**src/rtl/regsr_pkg.sv**
```systemverilog
package regsr_pkg;
  localparam int ADDR_W = 32;
  localparam int DATA_W = 32;

  localparam logic [2:0] K_COPY  = 3'd0;
  localparam logic [2:0] K_FIXED = 3'd1;
  localparam logic [2:0] K_OR    = 3'd2;
  localparam logic [2:0] K_AND   = 3'd3;
  localparam logic [2:0] K_WAIT  = 3'd4;
  localparam logic [2:0] K_POLL0 = 3'd5;
  localparam logic [2:0] K_POLL1 = 3'd6;

  typedef struct packed {
    logic [ADDR_W-1:0] addr;
    logic [DATA_W-1:0] data;
    logic [1:0]        size;
    logic [2:0]        kind;
    logic              sv_en;
    logic              rt_en;
  } desc_t;

  localparam int DESC_W = $bits(desc_t);

  typedef enum logic [2:0] {
    S_IDLE, S_FETCH, S_EXEC, S_READ, S_WRITE, S_WAIT, S_NEXT
  } state_e;
endpackage

```
**src/rtl/regsr_desc_mem.sv**
```systemverilog
module regsr_desc_mem #(
  parameter int DEPTH = 16,
  parameter int WIDTH = 70,
  localparam int IDX_W = $clog2(DEPTH)
) (
  input  logic             clk,
  input  logic             we,
  input  logic [IDX_W-1:0] waddr,
  input  logic [WIDTH-1:0] wdata,
  input  logic [IDX_W-1:0] raddr,
  output logic [WIDTH-1:0] rdata
);
  logic [WIDTH-1:0] store [DEPTH];

  always_ff @(posedge clk) begin
    if (we) store[waddr] <= wdata;
    rdata <= store[raddr];
  end
endmodule

```
**src/rtl/regsr_alu.sv**
```systemverilog
module regsr_alu
  import regsr_pkg::*;
(
  input  logic [1:0]        size,
  input  logic [2:0]        kind,
  input  logic [DATA_W-1:0] rdata,
  input  logic [DATA_W-1:0] operand,
  output logic [DATA_W-1:0] rd_masked,
  output logic [DATA_W-1:0] wr_val,
  output logic              poll_met
);
  logic [DATA_W-1:0] mask;
  logic [DATA_W-1:0] merged;
  logic              any_hit;

  always_comb begin
    case (size)
      2'd0:    mask = DATA_W'(32'h0000_00FF);
      2'd1:    mask = DATA_W'(32'h0000_FFFF);
      default: mask = '1;
    endcase
    rd_masked = rdata & mask;
    case (kind)
      K_OR:    merged = rd_masked | operand;
      K_AND:   merged = rd_masked & operand;
      default: merged = operand;
    endcase
    wr_val   = merged & mask;
    any_hit  = |(rd_masked & operand);
    poll_met = (kind == K_POLL0) ? !any_hit : any_hit;
  end
endmodule

```
**src/rtl/regsr_timeout.sv**
```systemverilog
module regsr_timeout #(
  parameter int CNT_W = 32
) (
  input  logic             clk,
  input  logic             rst,
  input  logic             clear,
  input  logic             run,
  input  logic [CNT_W-1:0] limit,
  output logic             hit
);
  logic [CNT_W-1:0] cnt;
  logic [CNT_W-1:0] limit_q;

  always_ff @(posedge clk) begin
    if (rst) begin
      cnt     <= '0;
      limit_q <= '0;
    end else if (clear) begin
      cnt     <= '0;
      limit_q <= limit;
    end else if (run && cnt != '1) begin
      cnt <= cnt + 1'b1;
    end
  end

  assign hit = (limit_q != '0) && (cnt >= limit_q);
endmodule

```
**src/rtl/regsr_engine.sv**
```systemverilog
module regsr_engine
  import regsr_pkg::*;
#(
  parameter int DEPTH = 16,
  localparam int IDX_W = $clog2(DEPTH)
) (
  input  logic              clk,
  input  logic              rst,
  input  logic              desc_we,
  input  logic [IDX_W-1:0]  desc_idx,
  input  logic [ADDR_W-1:0] desc_addr,
  input  logic [DATA_W-1:0] desc_data,
  input  logic [1:0]        desc_size,
  input  logic [2:0]        desc_kind,
  input  logic              desc_save_en,
  input  logic              desc_rest_en,
  input  logic              start,
  input  logic              op_restore,
  input  logic [IDX_W-1:0]  first_idx,
  input  logic [IDX_W-1:0]  last_idx,
  input  logic              save_reverse,
  input  logic              rest_reverse,
  input  logic [ADDR_W-1:0] win_lo,
  input  logic [ADDR_W-1:0] win_hi,
  input  logic [31:0]       tmo_limit,
  output logic              bus_req,
  output logic              bus_we,
  output logic [ADDR_W-1:0] bus_addr,
  output logic [1:0]        bus_size,
  output logic [DATA_W-1:0] bus_wdata,
  input  logic [DATA_W-1:0] bus_rdata,
  input  logic              bus_ack,
  input  logic              bus_resp_err,
  output logic              busy,
  output logic              done,
  output logic              addr_err,
  output logic              bus_fault,
  output logic              tmo_err,
  output logic [IDX_W-1:0]  err_idx
);
  state_e            st;
  desc_t             d, q, st_desc, alu_d;
  logic [DESC_W-1:0] q_raw;
  logic [IDX_W-1:0]  cur, walk_end, st_idx;
  logic              restoring, reverse, st_we;
  logic [ADDR_W-1:0] lo_q, hi_q;
  logic [DATA_W-1:0] wcnt, rd_masked, wr_val;
  logic              poll_met, tmo_hit, mem_we, go, rev_now;
  logic [IDX_W-1:0]  mem_waddr;
  logic [DESC_W-1:0] mem_wdata;

  assign go      = start && (st == S_IDLE);
  assign rev_now = op_restore ? rest_reverse : save_reverse;

  assign mem_we    = st_we || (desc_we && !busy);
  assign mem_waddr = st_we ? st_idx : desc_idx;
  assign mem_wdata = st_we ? st_desc
                           : {desc_addr, desc_data, desc_size, desc_kind, desc_save_en, desc_rest_en};

  regsr_desc_mem #(.DEPTH(DEPTH), .WIDTH(DESC_W)) u_mem (
    .clk(clk), .we(mem_we), .waddr(mem_waddr), .wdata(mem_wdata),
    .raddr(cur), .rdata(q_raw)
  );
  assign q = desc_t'(q_raw);

  assign alu_d = (st == S_EXEC) ? q : d;
  regsr_alu u_alu (
    .size(alu_d.size), .kind(alu_d.kind), .rdata(bus_rdata), .operand(alu_d.data),
    .rd_masked(rd_masked), .wr_val(wr_val), .poll_met(poll_met)
  );

  regsr_timeout #(.CNT_W(32)) u_tmo (
    .clk(clk), .rst(rst), .clear(go), .run(busy), .limit(tmo_limit), .hit(tmo_hit)
  );

  always_ff @(posedge clk) begin
    if (rst) begin
      st <= S_IDLE; busy <= 1'b0; done <= 1'b0;
      addr_err <= 1'b0; bus_fault <= 1'b0; tmo_err <= 1'b0; err_idx <= '0;
      bus_req <= 1'b0; bus_we <= 1'b0; bus_addr <= '0; bus_size <= '0; bus_wdata <= '0;
      cur <= '0; walk_end <= '0; restoring <= 1'b0; reverse <= 1'b0;
      lo_q <= '0; hi_q <= '0; wcnt <= '0; d <= '0;
      st_we <= 1'b0; st_idx <= '0; st_desc <= '0;
    end else begin
      done  <= 1'b0;
      st_we <= 1'b0;
      case (st)
        S_IDLE: if (start) begin
          busy <= 1'b1;
          addr_err <= 1'b0; bus_fault <= 1'b0; tmo_err <= 1'b0; err_idx <= '0;
          restoring <= op_restore;
          reverse   <= rev_now;
          cur       <= rev_now ? last_idx : first_idx;
          walk_end  <= rev_now ? first_idx : last_idx;
          lo_q <= win_lo; hi_q <= win_hi;
          st <= S_FETCH;
        end
        S_FETCH: st <= S_EXEC;
        S_EXEC: begin
          d <= q;
          if (!(restoring ? q.rt_en : q.sv_en) || q.kind > K_POLL1) begin
            st <= S_NEXT;
          end else if (q.kind == K_WAIT) begin
            wcnt <= q.data;
            st   <= S_WAIT;
          end else if (q.addr < lo_q || q.addr > hi_q) begin
            addr_err <= 1'b1; err_idx <= cur; busy <= 1'b0; st <= S_IDLE;
          end else begin
            bus_req  <= 1'b1;
            bus_addr <= q.addr;
            bus_size <= q.size;
            if (q.kind == K_FIXED || (q.kind == K_COPY && restoring)) begin
              bus_we <= 1'b1; bus_wdata <= wr_val; st <= S_WRITE;
            end else begin
              bus_we <= 1'b0; st <= S_READ;
            end
          end
        end
        S_READ: if (bus_ack) begin
          if (bus_resp_err) begin
            bus_fault <= 1'b1; err_idx <= cur; busy <= 1'b0; bus_req <= 1'b0; st <= S_IDLE;
          end else if (d.kind == K_COPY) begin
            st_we <= 1'b1; st_idx <= cur;
            st_desc <= '{addr: d.addr, data: rd_masked, size: d.size, kind: d.kind,
                         sv_en: d.sv_en, rt_en: d.rt_en};
            bus_req <= 1'b0; st <= S_NEXT;
          end else if (d.kind == K_OR || d.kind == K_AND) begin
            bus_we <= 1'b1; bus_wdata <= wr_val; st <= S_WRITE;
          end else if (poll_met) begin
            bus_req <= 1'b0; st <= S_NEXT;
          end
        end
        S_WRITE: if (bus_ack) begin
          bus_req <= 1'b0;
          if (bus_resp_err) begin
            bus_fault <= 1'b1; err_idx <= cur; busy <= 1'b0; st <= S_IDLE;
          end else begin
            st <= S_NEXT;
          end
        end
        S_WAIT: if (wcnt == '0) st <= S_NEXT; else wcnt <= wcnt - 1'b1;
        S_NEXT: if (cur == walk_end) begin
          done <= 1'b1; busy <= 1'b0; st <= S_IDLE;
        end else begin
          cur <= reverse ? cur - 1'b1 : cur + 1'b1;
          st  <= S_FETCH;
        end
        default: st <= S_IDLE;
      endcase
      if (busy && tmo_hit) begin
        tmo_err <= 1'b1; busy <= 1'b0; bus_req <= 1'b0; done <= 1'b0; st <= S_IDLE;
      end
    end
  end

  AST_DONE_PULSE: assert property (@(posedge clk) disable iff (rst) done |=> !done);
  AST_DONE_CLEAN: assert property (@(posedge clk) disable iff (rst)
    done |-> !(addr_err || bus_fault || tmo_err));
  AST_IDLE_QUIET: assert property (@(posedge clk) disable iff (rst) !busy |-> !bus_req);
  AST_REQ_HELD: assert property (@(posedge clk) disable iff (rst)
    bus_req && !bus_ack && !tmo_hit |=> bus_req && $stable(bus_addr) && $stable(bus_we));
  AST_WAIT_QUIET: assert property (@(posedge clk) disable iff (rst) st == S_WAIT |-> !bus_req);
  AST_ADDR_ABORT: assert property (@(posedge clk) disable iff (rst)
    $rose(addr_err) |-> !busy && !bus_req);
  AST_FAULT_ABORT: assert property (@(posedge clk) disable iff (rst)
    $rose(bus_fault) |-> !busy && !bus_req);
  AST_TMO_WHILE_BUSY: assert property (@(posedge clk) disable iff (rst)
    $rose(tmo_err) |-> $past(busy));
endmodule

```
**config.mk**
```make
export PLATFORM = sky130hd
export DESIGN_NAME = regsr_engine
export DESIGN_NICKNAME = d
export VERILOG_FILES = /design/src/rtl/regsr_pkg.sv /design/src/rtl/regsr_desc_mem.sv /design/src/rtl/regsr_alu.sv /design/src/rtl/regsr_timeout.sv /design/src/rtl/regsr_engine.sv
export SDC_FILE = /design/constraint.sdc
export NUM_CORES = 2
export LEC_CHECK = 0
export BUFFER_PORTS_ARGS = -buffer_cell sky130_fd_sc_hd__buf_4
export CORE_MARGIN = 3
export CORE_UTILIZATION = 38
export CTS_BUF_LIST = sky130_fd_sc_hd__clkbuf_4 sky130_fd_sc_hd__clkbuf_8 sky130_fd_sc_hd__clkbuf_16
export DETAILED_ROUTE_END_ITERATION = 6
export PLACE_DENSITY_LB_ADDON = 0.2
export SETUP_SLACK_MARGIN = 0.2
export SYNTH_ARGS = -nofsm -noshare
export SYNTH_HDL_FRONTEND = slang
export SYNTH_SLANG_ARGS = --single-unit
```
**constraint.sdc**
```tcl
create_clock -name clk -period 12.22 [get_ports clk]
set_input_delay 0 -clock clk [delete_from_list [all_inputs] [get_ports clk]]
set_output_delay 0 -clock clk [all_outputs]
set_load 0.1 [all_outputs]
```
==> Yosys cells after proc, flatten, opt, wreduce, memory -nomap -nowiden <==
Memories as Yosys holds them, arrays and structs flattened. A register that Yosys moved wholly into a read port is not among the register bits.
Index checks and enable logic that the tools add are counted.
{ "totals": {"ff_bits": 397, "ram_bits": 1136, "input_bits": 220, "out_inout_bits": 77, "word_cells": 232, "n_memories": 1} }
{ "memory_table": {"columns": ["name", "depth", "word_bits", "read_ports", "rd_clocked_by_memory_dff", "wr", "line", "text"], "rows": [
  ["u_mem.store", 16, 71, 1, 1, 1, "regsr_desc_mem.sv:13", "logic [WIDTH-1:0] store [DEPTH];"]
]} }
{ "classes": {"n_addsub": 4, "magnitude_cmp": 4, "eq_ne": 37, "muxes": 90, "n_bitwise": 11, "reduce_logical": 50} }
{ "op_table": {"columns": ["operator", "count"], "rows": [
  ["$mux 32", 11],
  ["$pmux 32 s2", 4],
  ["$and 32x32->32", 3],
  ["$mux 71", 1],
  ["$mux 4", 12],
  ["$mux 1", 40],
  ["$mux 3", 13],
  ["$mux 39", 1],
  ["$add 32x1->32 const B", 1],
  ["$ge 32x32->1", 1],
  ["$gt 32x32->1", 1],
  ["$logic_not 32->1", 1],
  ["$lt 32x32->1", 1],
  ["$ne 32x32->1 const B", 1],
  ["$or 32x32->32", 1],
  ["$reduce_bool 32->1", 1],
  ["$reduce_or 32->1", 1],
  ["$sub 32x1->32 const B", 1],
  ["$ne 2x2->1 const B", 13],
  ["$reduce_and 8->1", 3],
  ["$pmux 3 s7", 1],
  ["$eq 3x2->1 const B", 6],
  ["$reduce_and 4->1", 4],
  ["$eq 3x3->1 const B", 5],
  ["other kinds (31)", 69]
]} }

==> Logic depth before layout (Yosys ltp) <==
{ "depth": {"word_depth": 15, "mapped_depth": 14, "mapped_depth_nobuf": 11} }

==> Hierarchy <==
A second synthesis with hierarchy kept.
{ "unflattened": {"cells_unflattened": 4398, "area_unflattened_um2": 64316.7} }
{ "modules_own_cells": {"columns": ["module", "n_inst", "cells_per_inst", "area_each_um2", "seq_area_each_um2"], "rows": [
  ["regsr_desc_mem", 1, 1826, 43914.6, 35534.1],
  ["regsr_engine", 1, 1965, 15692.6, 6666.4],
  ["regsr_timeout", 1, 426, 3637.2, 1281.2],
  ["regsr_alu", 1, 181, 1072.3, 0.0]
]} }

==> Worst setup path after synthesis <==
Ideal clock, no wire load.
{ "synth_path": {"kind": "register -> register", "startpoint": "reg busy", "endpoint": "mem u_mem.store[0][0] in the netlist's numbering (enable)", "setup_ps": 501, "arrival_time_ps": 4711, "t_required_ps": 11719, "setup_slack_ps": 7008, "stages_incl_launch_ff": 5, "n_path_buf": 0, "synth_period_minus_slack_ps": 5212, "path_cell_list": "dfxtp_1 -> or4b_2 -> o21ai_0 -> nand2_1 -> nor2_1"} }
{ "synth_via": {"elab_chain_cells": 5} }
{ "synth_rtl": {"columns": ["element", "line", "text"], "rows": [
  ["start, declared", "regsr_engine.sv:34", "output logic busy,"],
  ["start signal, assigned", "regsr_engine.sv:78", "st <= S_IDLE; busy <= 1'b0; done <= 1'b0;"],
  ["start signal, assigned", "regsr_engine.sv:89", "busy <= 1'b1;"],
  ["start signal, assigned", "regsr_engine.sv:107", "addr_err <= 1'b1; err_idx <= cur; busy <= 1'b0; st <= S_IDLE;"],
  ["$logic_not 1->1", "regsr_engine.sv:55", "assign mem_we = st_we || (desc_we && !busy);"],
  ["$logic_and 1x1->1", "regsr_engine.sv:55", null],
  ["$logic_or 1x1->1", "regsr_engine.sv:55", null],
  ["$mux 1", "regsr_desc_mem.sv:16", "if (we) store[waddr] <= wdata;"],
  ["$mux 1 (not written as such)", "regsr_desc_mem.sv:16", null],
  ["end, declared", "regsr_desc_mem.sv:13", null]
]} }
Every way passes these cells.

==> Worst setup path in the final report <==
{ "layout_path": {"startpoint": "reg st[1]", "endpoint": "reg st[2]"} }
{ "layout_via": {"elab_chain_cells": 11, "word_cells_on_any_way": 24, "classes_between": "13 x eq/ne; 4 x mux; 2 x bitwise; 5 x reduce/logical"} }
{ "layout_rtl": {"columns": ["element", "line", "text"], "rows": [
  ["start, declared", "regsr_engine.sv:41", "state_e st;"],
  ["start signal, assigned", "regsr_engine.sv:78", null],
  ["start signal, assigned", "regsr_engine.sv:96", "st <= S_FETCH;"],
  ["start signal, assigned", "regsr_engine.sv:98", "S_FETCH: st <= S_EXEC;"],
  ["$eq 3x2->1", "regsr_engine.sv:66, regsr_engine.sv:87", null],
  ["$mux 39", null, null],
  ["$eq 2x1->1 / $logic_not 2->1 (equally long branches)", "regsr_alu.sv:17", "case (size)"],
  ["$pmux 32 s2", "regsr_alu.sv:17", null],
  ["$and 32x32->32", "regsr_alu.sv:22", "rd_masked = rdata & mask;"],
  ["$and 32x32->32", "regsr_alu.sv:29", "any_hit = |(rd_masked & operand);"],
  ["$reduce_or 32->1", "regsr_alu.sv:29", null],
  ["$logic_not 1->1", "regsr_alu.sv:30", "poll_met = (kind == K_POLL0) ? !any_hit : any_hit;"],
  ["$mux 1", "regsr_alu.sv:30", null],
  ["$ne 5x5->1 (no source line)", null, null],
  ["$reduce_and 5->1 (no source line)", null, null]
]} }
Several ways; a longest one is shown, not always the timed one.
A chain may end at the register's enable or synchronous reset.

==> metrics.txt <==
H-tree depth=4; most common cell in the synthesized netlist=edfxtp_1; cell family with most CP delay=buffers and inverters; simple-gate share of the synthesized area=6.60%; effective utilization at floorplan=38.4%; via density per instance=5.37; crit-path cells=nor3b_4, buf_4, buf_4, mux2i_1, nor4_2, nor2_1, nor3_1, a31oi_1, a31oi_1, o21ai_0, a21boi_1; CP startpoint kind=flop; TritonCTS clock tree=built; post-synth net total=4469; CP max stage delay=0.88 ns; clock share of power=35.2%; Final period util=38.7%; maximum buffer depth of the clock tree=3; Cell variety after synth=76; critical path capture point type=flop; Async S/R FF share, synth=0%; XOR/XNOR Fraction of Synth Area=0.426%; crit path max-delay cell type=buf_4; Data required, critical path=12.95 ns; hold_ws=0.0639 ns; number of vias in the routed layout=38300; dominant cell type by area after synthesis=edfxtp_1; setup TNS=0 ns; min Tclk post-route=4.73 ns; pwr dens=194 nW/µm²; fin nets=5120; Yosys top cell area share=53.6%; clk sink count=1604; CTS root buffer=clkbuf_16; IO Count=297; Die Width=415 µm; achievable frequency=211 MHz; CTS clk-pin slew, worst paths=0.06 ns; register share of total power=43.9%; Mapped Area=63700 µm²; Synth Warn #=0; Rel. slew slack=22.6%; Final GP Congestion=0.788; total global routing overflow=0; Routed Antenna Nets=0; Synth Register Bits=1604; Post-synth EDFFs=1136; RSZ-0062 raised after global routing=false; Gate Count Post-Synth=4149; Comb pwr share=20.9%; static leakage=25.8 nW; P_int=10.7 mW; Hold Path Class=primary input to flop; sw frac=29.4%; Synth Flop Type=edfxtp_1; synthesized area per cell=15.4 µm²; Die Area=173000 µm²; I/O Buffers=296; Worst Path Max Fanout=57; share of cells above drive strength 1=23.0%; largest family of logic cells by synthesized area=multiplexers; Setup CP Type=flop to flop; Compound-Gate Fraction of Synth Area=5.16%; final wirelength=182000 µm; final hold viol count=0; Max-Cap Viols=0; DRC=0; Max IR drop VDD=172 µV; number of global-route vias before repair=39100; top cells by count, synth=1136 x edfxtp_1, 526 x nand2_1, 468 x dfxtp_1; Clock Latency Late Sink=0.80 ns; Final Max Tran Viols=0; placed insts=6475; total track usage=20.9%; WL per Instance=25.4 µm; First-pass DRT Iterations=5; initial antenna violation count=1; CP Buf/Inv Count=2; worst clock skew=0.0351 ns; final setup vio count=0; drt initial violations=3104; first-pass GRT wire length=267000 µm; post-synthesis mux area share=15.4%; top area cells in the synthesized netlist=edfxtp_1 54%, dfxtp_1 15%, mux4_2 13%; post-synthesis adder-cell area fraction=1.98%; Placement Rows=149; Least-Margin Pin Slew=1.16 ns; fin util=47.0%; core area=166000 µm²; hpwl dp=106000 µm; WP data arrival=5.46 ns; largest net degree at the start of global routing=134; Die Height=415 µm; register area share after synthesis=68.3%; NetSw=4.45 mW; Synth-to-Final Area Change=22.2%; total CTS buffers=170; Post-Layout Cell Count=7137; status=completed
-- tightest hold or removal path, delay by kind of cell --
kind                   cells  cell delay, ns
AO/OA/AOI/OAI              2            0.19
buffers and inverters      2            0.64
-- placed cells by master (no fill, tap or decap), types with 26 or more instances in the layout --
cell type      count
edfxtp_1        1136
nand2_1          525
dfxtp_1          463
buf_4            362
mux4_2           355
dlygate4sd3_1    342
a21oi_1          305
nor2_1           199
clkbuf_16        175
inv_1            127
ha_1              99
mux2i_1           91
o21ai_0           91
mux2_2            77
nand3_1           43
clkbuf_4          39
nand4_1           30
a211oi_1          30
nor3_1            27
nand3b_1          26
-- what timing repair did --
| action | 4_1_cts | 5_1_grt |
|---|---|---|
| hold buffers | 342 | 0 |
| hold endpoints to repair | 1347 | 0 |
| resized for setup | 0 | 0 |
| setup buffers | 0 | 0 |
-- power groups by stage --
stage | clock, mW | combinational (mW) | sequential [mW]
2_1_floorplan | 0 | 2.12 | 6.62
3_3_place_gp | 0 | 3.05 | 6.75
3_5_place_dp | 0 | 3.09 | 6.75
4_1_cts | 5.43 | 3.19 | 6.64
5_1_grt | 5.64 | 3.45 | 6.67
6_report | 5.32 | 3.15 | 6.63
-- flip-flops by register name, indices dropped and copies added, names as in the netlist, 71 cells and up --
name	flops
d	71
st_desc	71
u_mem.store	1136
u_mem.rdata	71
-- kinds of logic (layout without fill, tap and decap cells) --
kind of cell | after synthesis | after routing
and+or+nand+nor | 969 | 969
other | 0 | 1
buffers and inverters | 356 | 1154
xor gates and xnor gates | 31 | 31
muxes | 525 | 525
adders and majority gates | 100 | 100
DFF | 1604 | 1604
AOI/OAI and AO/OA | 564 | 564
-- area by class of cell --
type	instances	area (µm²)
timing repair buffer	707	6200
sequential	1604	43500
multi-input combinational	2189	19000
inverter	128	480
fill	14200	87900
clock buffer	236	4970
tap	2189	2740
antenna	1	2.50
clock inverter	83	900
-- stage by stage --
| step | setup WS, ns | instance area (µm²) | power, mW |
|---|---|---|---|
| 2_1_floorplan | 7.01 | 63700 | 8.74 |
| 3_3_place_gp | 7.26 | 68500 | 9.80 |
| 3_5_place_dp | 7.60 | 68500 | 9.84 |
| 4_1_cts | 7.57 | 77800 | 15.3 |
| 5_1_grt | 7.19 | 77800 | 15.8 |
| 6_report | 7.49 | 77800 | 15.1 |
-- layer usage --
| layer | vias up | track usage [%] | share of wire, % |
|---|---|---|---|
| li1 | 17100 | - | - |
| met1 | 19900 | 27.1 | 42 |
| met2 | 1009 | 36.5 | 51 |
| met3 | 245 | 2.72 | 4.3 |
| met4 | 0 | 6.47 | 2.8 |
| met5 | - | 0 | 0 |
-- worst paths after layout --
check | start | to | slack (ns) | cells past startpoint
setup / recovery | st[1]$_SDFFE_PP0P_ | st[2]$_SDFFE_PP0P_ | 7.49 | 11
setup reg to reg | st[1]$_SDFFE_PP0P_ | st[2]$_SDFFE_PP0P_ | 7.49 | 11
hold reg to reg | st_desc[37]$_SDFFE_PP0P_ | st_desc[37]$_SDFFE_PP0P_ | 0.45 | 2
hold / removal | bus_rdata[19] | bus_wdata[19]$_SDFFE_PP0P_ | 0.06 | 4
(Power assumes the default switching activity.)
